`src/rtl/rescoh_pkg.sv`:
```
package rescoh_pkg;

   // What a lane does at the coming clock edge.
   typedef enum logic [2:0] {
      ACT_IDLE       = 3'd0,
      ACT_CLEAR      = 3'd1,
      ACT_HOLDIN     = 3'd2,
      ACT_DIRECT     = 3'd3,
      ACT_COMMIT     = 3'd4,
      ACT_COMMIT_CAP = 3'd5
   } lane_act_e;

endpackage

```
`src/rtl/rescoh_ctr.sv`:
```
module rescoh_ctr #(
   parameter int CNT_W = 2
) (
   input  logic             clk,
   input  logic             rst_n,
   input  logic             clr,
   input  logic             add_en,
   input  logic [CNT_W-1:0] add_val,
   output logic [CNT_W-1:0] cnt
);

   initial assert (CNT_W >= 1) else $error("rescoh_ctr: CNT_W must be at least 1");

   // The sum is truncated to CNT_W bits, so the counter wraps modulo 2^CNT_W.
   always_ff @(posedge clk) begin
      if (!rst_n || clr) begin
         cnt <= '0;
      end else if (add_en) begin
         cnt <= cnt + add_val;
      end
   end

endmodule

```
`src/rtl/rescoh_lane.sv`:
```
module rescoh_lane
   import rescoh_pkg::*;
#(
   parameter int SLICE_W = 24,
   parameter int N_SLICE = 1,
   parameter int CNT_W   = 2,
   localparam int DW     = SLICE_W * N_SLICE
) (
   input  logic             clk,
   input  logic             rst_n,
   input  logic             clr,
   input  logic             frame,
   input  logic             done,
   input  logic [DW-1:0]    din,
   output logic [DW-1:0]    vis_data,
   output logic [CNT_W-1:0] vis_cnt,
   output logic             pend
);

   initial assert (SLICE_W >= 1) else $error("rescoh_lane: SLICE_W must be at least 1");
   initial assert (N_SLICE >= 1) else $error("rescoh_lane: N_SLICE must be at least 1");

   lane_act_e        act;
   logic [DW-1:0]    hold_data;
   logic [CNT_W-1:0] hold_num;
   logic             pend_q;
   logic             cnt_add;
   logic [CNT_W-1:0] cnt_val;
   logic             load_new;
   logic             load_held;

   // Decide what happens at this edge. Clear wins, then the frame freeze,
   // then the commit of a held update, then a direct update.
   always_comb begin
      if (clr) begin
         act = ACT_CLEAR;
      end else if (frame) begin
         act = done ? ACT_HOLDIN : ACT_IDLE;
      end else if (pend_q) begin
         act = done ? ACT_COMMIT_CAP : ACT_COMMIT;
      end else begin
         act = done ? ACT_DIRECT : ACT_IDLE;
      end
   end

   assign load_new  = (act == ACT_DIRECT);
   assign load_held = (act == ACT_COMMIT) || (act == ACT_COMMIT_CAP);

   always_comb begin
      cnt_add = 1'b0;
      cnt_val = '0;
      if (load_new) begin
         cnt_add = 1'b1;
         cnt_val = CNT_W'(1);
      end else if (load_held) begin
         cnt_add = 1'b1;
         cnt_val = hold_num;
      end
   end

   // Holding buffer: keeps only the newest data and counts the completions.
   always_ff @(posedge clk) begin
      if (!rst_n) begin
         hold_data <= '0;
         hold_num  <= '0;
         pend_q    <= 1'b0;
      end else begin
         unique case (act)
            ACT_CLEAR, ACT_COMMIT: begin
               hold_num <= '0;
               pend_q   <= 1'b0;
            end
            ACT_HOLDIN: begin
               hold_data <= din;
               hold_num  <= pend_q ? hold_num + CNT_W'(1) : CNT_W'(1);
               pend_q    <= 1'b1;
            end
            ACT_COMMIT_CAP: begin
               hold_data <= din;
               hold_num  <= CNT_W'(1);
               pend_q    <= 1'b1;
            end
            default: begin
               pend_q <= pend_q;
            end
         endcase
      end
   end

   // Visible result storage, one register per slice.
   for (genvar s = 0; s < N_SLICE; s++) begin : g_slice
      always_ff @(posedge clk) begin
         if (!rst_n) begin
            vis_data[s*SLICE_W +: SLICE_W] <= '0;
         end else if (load_new) begin
            vis_data[s*SLICE_W +: SLICE_W] <= din[s*SLICE_W +: SLICE_W];
         end else if (load_held) begin
            vis_data[s*SLICE_W +: SLICE_W] <= hold_data[s*SLICE_W +: SLICE_W];
         end
      end
   end

   rescoh_ctr #(.CNT_W(CNT_W)) i_ctr (
      .clk     (clk),
      .rst_n   (rst_n),
      .clr     (clr),
      .add_en  (cnt_add),
      .add_val (cnt_val),
      .cnt     (vis_cnt)
   );

   assign pend = pend_q;

endmodule

```
`src/rtl/rescoh_top.sv`:
```
module rescoh_top #(
   parameter int RES_W  = 24,
   parameter int N_STEP = 4,
   parameter int CNT_W  = 2,
   localparam int P2_W  = RES_W * N_STEP
) (
   input  logic              clk,
   input  logic              rst_n,
   input  logic              rd_frame,
   input  logic              en_p1,
   input  logic              en_p2,
   input  logic              low_pwr,
   input  logic              p1_done,
   input  logic [RES_W-1:0]  p1_din,
   input  logic              p2_done,
   input  logic [P2_W-1:0]   p2_din,
   output logic [RES_W-1:0]  p1_data,
   output logic [CNT_W-1:0]  p1_cnt,
   output logic [P2_W-1:0]   p2_data,
   output logic [CNT_W-1:0]  p2_cnt,
   output logic [1:0]        upd_pend
);

   initial assert (RES_W >= 1)  else $error("rescoh_top: RES_W must be at least 1");
   initial assert (N_STEP >= 1) else $error("rescoh_top: N_STEP must be at least 1");
   initial assert (CNT_W >= 1)  else $error("rescoh_top: CNT_W must be at least 1");

   logic clr_p1;
   logic clr_p2;

   assign clr_p1 = !en_p1 || low_pwr;
   assign clr_p2 = !en_p2 || low_pwr;

   rescoh_lane #(.SLICE_W(RES_W), .N_SLICE(1), .CNT_W(CNT_W)) i_lane_p1 (
      .clk      (clk),
      .rst_n    (rst_n),
      .clr      (clr_p1),
      .frame    (rd_frame),
      .done     (p1_done),
      .din      (p1_din),
      .vis_data (p1_data),
      .vis_cnt  (p1_cnt),
      .pend     (upd_pend[0])
   );

   rescoh_lane #(.SLICE_W(RES_W), .N_SLICE(N_STEP), .CNT_W(CNT_W)) i_lane_p2 (
      .clk      (clk),
      .rst_n    (rst_n),
      .clr      (clr_p2),
      .frame    (rd_frame),
      .done     (p2_done),
      .din      (p2_din),
      .vis_data (p2_data),
      .vis_cnt  (p2_cnt),
      .pend     (upd_pend[1])
   );

endmodule

```
`config.mk`:
```
export PLATFORM = sky130hd
export DESIGN_NAME = rescoh_top
export DESIGN_NICKNAME = d
export VERILOG_FILES = /design/src/rtl/rescoh_pkg.sv /design/src/rtl/rescoh_ctr.sv /design/src/rtl/rescoh_lane.sv /design/src/rtl/rescoh_top.sv
export SDC_FILE = /design/constraint.sdc
export NUM_CORES = 1
export LEC_CHECK = 0
export ABC_AREA = 1
export ABC_CLOCK_PERIOD_IN_PS = 2970
export CAP_MARGIN = 20
export CORE_ASPECT_RATIO = 0.8
export CORE_MARGIN = 3
export CORE_UTILIZATION = 50
export DETAILED_ROUTE_END_ITERATION = 6
export PLACE_DENSITY = 0.84
export SLEW_MARGIN = 30
export SYNTH_ARGS = -nofsm -noshare
export SYNTH_HDL_FRONTEND = slang
export SYNTH_SLANG_ARGS = --single-unit
```
`constraint.sdc`:
```
create_clock -name clk -period 2.97 [get_ports clk]
set_input_delay 0.891 -clock clk [delete_from_list [all_inputs] [get_ports clk]]
set_output_delay 0.891 -clock clk [all_outputs]
set_load 0.02 [all_outputs]
```
==> impl_metrics.yaml <==
outcome:
  status: "finished, final reports clean"
setup_path:
  crit_buf_inv: 1
  start_kind: "flip-flop"
  r2r-end: "i_lane_p2.hold_data[79]$_SDFFE_PN0P_"
  worstPathCellList: "clkdlybuf4s50_1"
  arrival_ps: 1600
  r2r.worst_path.cells: 4
  path_class: "flip-flop to primary output"
  r2r_start: "i_lane_p2.pend$_SDFFE_PN0P_"
  r2r_slack_ps: 1230
  endpoint_kind: "primary output"
  critPathMaxStageDelay_ps: 670
  cp_max_fo: 6
  cpMaxStageDelayCell: "clkdlybuf4s50_1"
  critPathTopFamily: "buffers and inverters"
  cp.required_ps: 2080
clocking:
  clkSlewWorstSetupHoldPaths_ps: 60
  cts_sinks: 250
  hold_buffers: 0
  cts-buffers-inserted: 25
  cts_tree: "yes"
  cts_resized: 0
  clk_latency_ps: 510
  cts_root_buf: "clkbuf_16"
  h-tree-depth: 1
  cts_setup_buffers: 0
  clock_path_buffers: 3
logic_synthesis:
  synth_cell_types: 23
  synth_seq_cells: 250
  synth_top_area_share: 0.516
  synth_common_cells: "250 x dfxtp_1, 245 x a21oi_1, 227 x inv_1, 149 x o21ai_0, 137 x nor2_1"
  synth.area.top_cells: "dfxtp_1 52%, a21oi_1 13%, inv_1 8.8%, o21ai_0 7.7%, o22ai_1 6.2%"
  syn_area_per_cell_um2: 7.64
  synth_fp_nets: 1399
  yosys_warnings: 0
  synthCells: 1269
  ys_async_sr_fraction: 0
  yosysMostFrequentCell: "dfxtp_1"
  synth_ff_type: "dfxtp_1"
  synth_edf_count: 0
  synth_area_mm2: 0.00969
  yosysTopAreaCell: "dfxtp_1"
  seq_area_frac_synth: 0.516
cells_and_area:
  diodes: 0
  synthToLayoutAreaGrowth_pct: 37.0
  layout-drive-gt1-share: 0.0482
  final_net_count: 1606
  fillCellCount: 1445
placed_design:
  portBuffers: 253
  place_congestion: 0.792
  place_hpwl_mm: 17.5
detailed_routing:
  drt_pass1_iterations: 6
  num_vias: 9227
  routed_wl_mm: 27.2
  drc: 0
  via_per_inst: 5.28
  wl_per_cell_um: 15.6
  ant_nets: 0
  drt_iter0_markers: 900
die:
  core_area_mm2: 0.0186
  fp.dieW_um: 162
  fp.dieH_um: 131
  start_util: 0.522
  io_pins: 254
  rows: 44
  die_area_mm2: 0.0211
sta:
  slew_violations: 0
  rsz0062_at_grt: "false"
  max_clock_freq_mhz: 402
  setup_viol: 0
  worst_slew_pin_slew_ps: 715
  holdWs_ps: 453
  post-route-period-util: 0.838
  min_period_ps: 2490
  hold_viol: 0
  fin_setup_tns_ps: 0
  fin_skew_ps: 17.4
  slew_headroom: 0.524
global_routing:
  grt_pass1_wl_mm: 43.1
  antenna_found_initial: 1
  grt_max_degree: 168
  grt_use_total: 0.246
  grt_pass1_vias: 8709
  overflow: 0
run:
  max_cap_violations: 0
hold_path:
  min_from: "i_lane_p2.hold_data[39]$_SDFFE_PN0P_"
  hold_class: "flip-flop to flip-flop"
  hold_path_depth: 2
  whs_endpoint: "i_lane_p2.hold_data[39]$_SDFFE_PN0P_"
pwr:
  powerDensity_mw_per_mm2: 567
  irDropWorstVdd_mv: 0.411
  p_leak_nw: 5.26
[cell families after synthesis]
kind of cell,count (synthesis),synth area share
compound gates,493,0.268
buf+inv,323,0.131
flops,250,0.516
simple gates,199,0.0798
xor+xnor,2,0.00181
fa+ha+maj,2,0.00258
[power breakdown]
part           internal, mW  switching (mW)
Combinational         0.316           0.345
Clock                  2.06            1.31
Sequential             3.45          0.0392
[worst reg2reg max path, stage by stage, from the launching register on]
cell and delay [ps]:
dfxtp_1 360, o211ai_1 330, buf_12 440, o21ai_0 380, a21oi_1 160
[through the flow]
stage	power [mW]	utilization	cells	worst slack (ps)	cell area [um2]
after floorplan	3.87	-	1269	666	9690
after global placement	4.19	0.668	1702	245	12400
after detailed placement	4.21	0.668	1702	171	12400
after CTS	7.55	0.716	1747	453	13300
after global routing	7.76	0.716	1747	426	13300
final	7.52	0.716	1747	481	13300
[per-layer routing]
metal / wire length, um / global-route usage / vias up / part of all wire
li1: - / - / 4567 / -
met1: 11600 / 0.324 / 4270 / 0.43
met2: 12700 / 0.412 / 351 / 0.47
met3: 2530 / 0.0652 / 37 / 0.093
met4: 398 / 0.0527 / 2 / 0.015
met5: 13 / 0 / - / 0.00048
[placed cells by master (no fill, tap or decap), types with 2 or more instances in the layout]
| cell | count |
|---|---|
| nand4_1 | 3 |
| a21oi_1 | 245 |
| clkinv_2 | 7 |
| clkdlybuf4s50_1 | 252 |
| nor2_2 | 3 |
| dfxtp_1 | 250 |
| inv_2 | 4 |
| nand2_1 | 47 |
| clkbuf_8 | 3 |
| nor2_1 | 136 |
| o21ai_0 | 149 |
| clkbuf_1 | 2 |
| ha_1 | 2 |
| buf_4 | 10 |
| inv_1 | 227 |
| bufinv_16 | 5 |
| nand3_1 | 7 |
| clkbuf_16 | 25 |
| buf_12 | 8 |
| o22ai_1 | 96 |
| xor2_1 | 2 |
[registers in the layout, summed over array words and instances, names as in the netlist]
name,cells
i_lane_p2.hold_data,96
i_lane_p2.pend,1
i_lane_p1.hold_num,2
i_lane_p1.hold_data,24
i_lane_p2.i_ctr.cnt,2
i_lane_p1.i_ctr.cnt,2
i_lane_p2.hold_num,2
i_lane_p2.vis_data,96
i_lane_p1.vis_data,24
i_lane_p1.pend,1
[final cells by class]
class,count,area (um2),area share
Clock inverter,15,213,0.0160
Multi-Input combinational cell,696,3430,0.259
Timing Repair Buffer,271,2760,0.208
Tap cell,253,317,0.0238
Inverter,232,873,0.0658
Clock buffer,30,674,0.0508
Sequential cell,250,5000,0.377
[worst max path at each step]
stage,endpoint,startpoint,depth (start not counted)
2_1_floorplan,i_lane_p2.i_ctr.cnt[1]$_SDFFE_PP0P_,en_p2,12
3_3_place_gp,i_lane_p2.hold_data[9]$_SDFFE_PN0P_,en_p2,7
3_5_place_dp,i_lane_p2.hold_data[68]$_SDFFE_PN0P_,en_p2,7
4_1_cts,upd_pend[1],i_lane_p2.pend$_SDFFE_PN0P_,1
5_1_grt,upd_pend[0],i_lane_p1.pend$_SDFFE_PN0P_,1
6_report,upd_pend[1],i_lane_p2.pend$_SDFFE_PN0P_,1
Note: power is estimated with default switching activity, not from simulation.
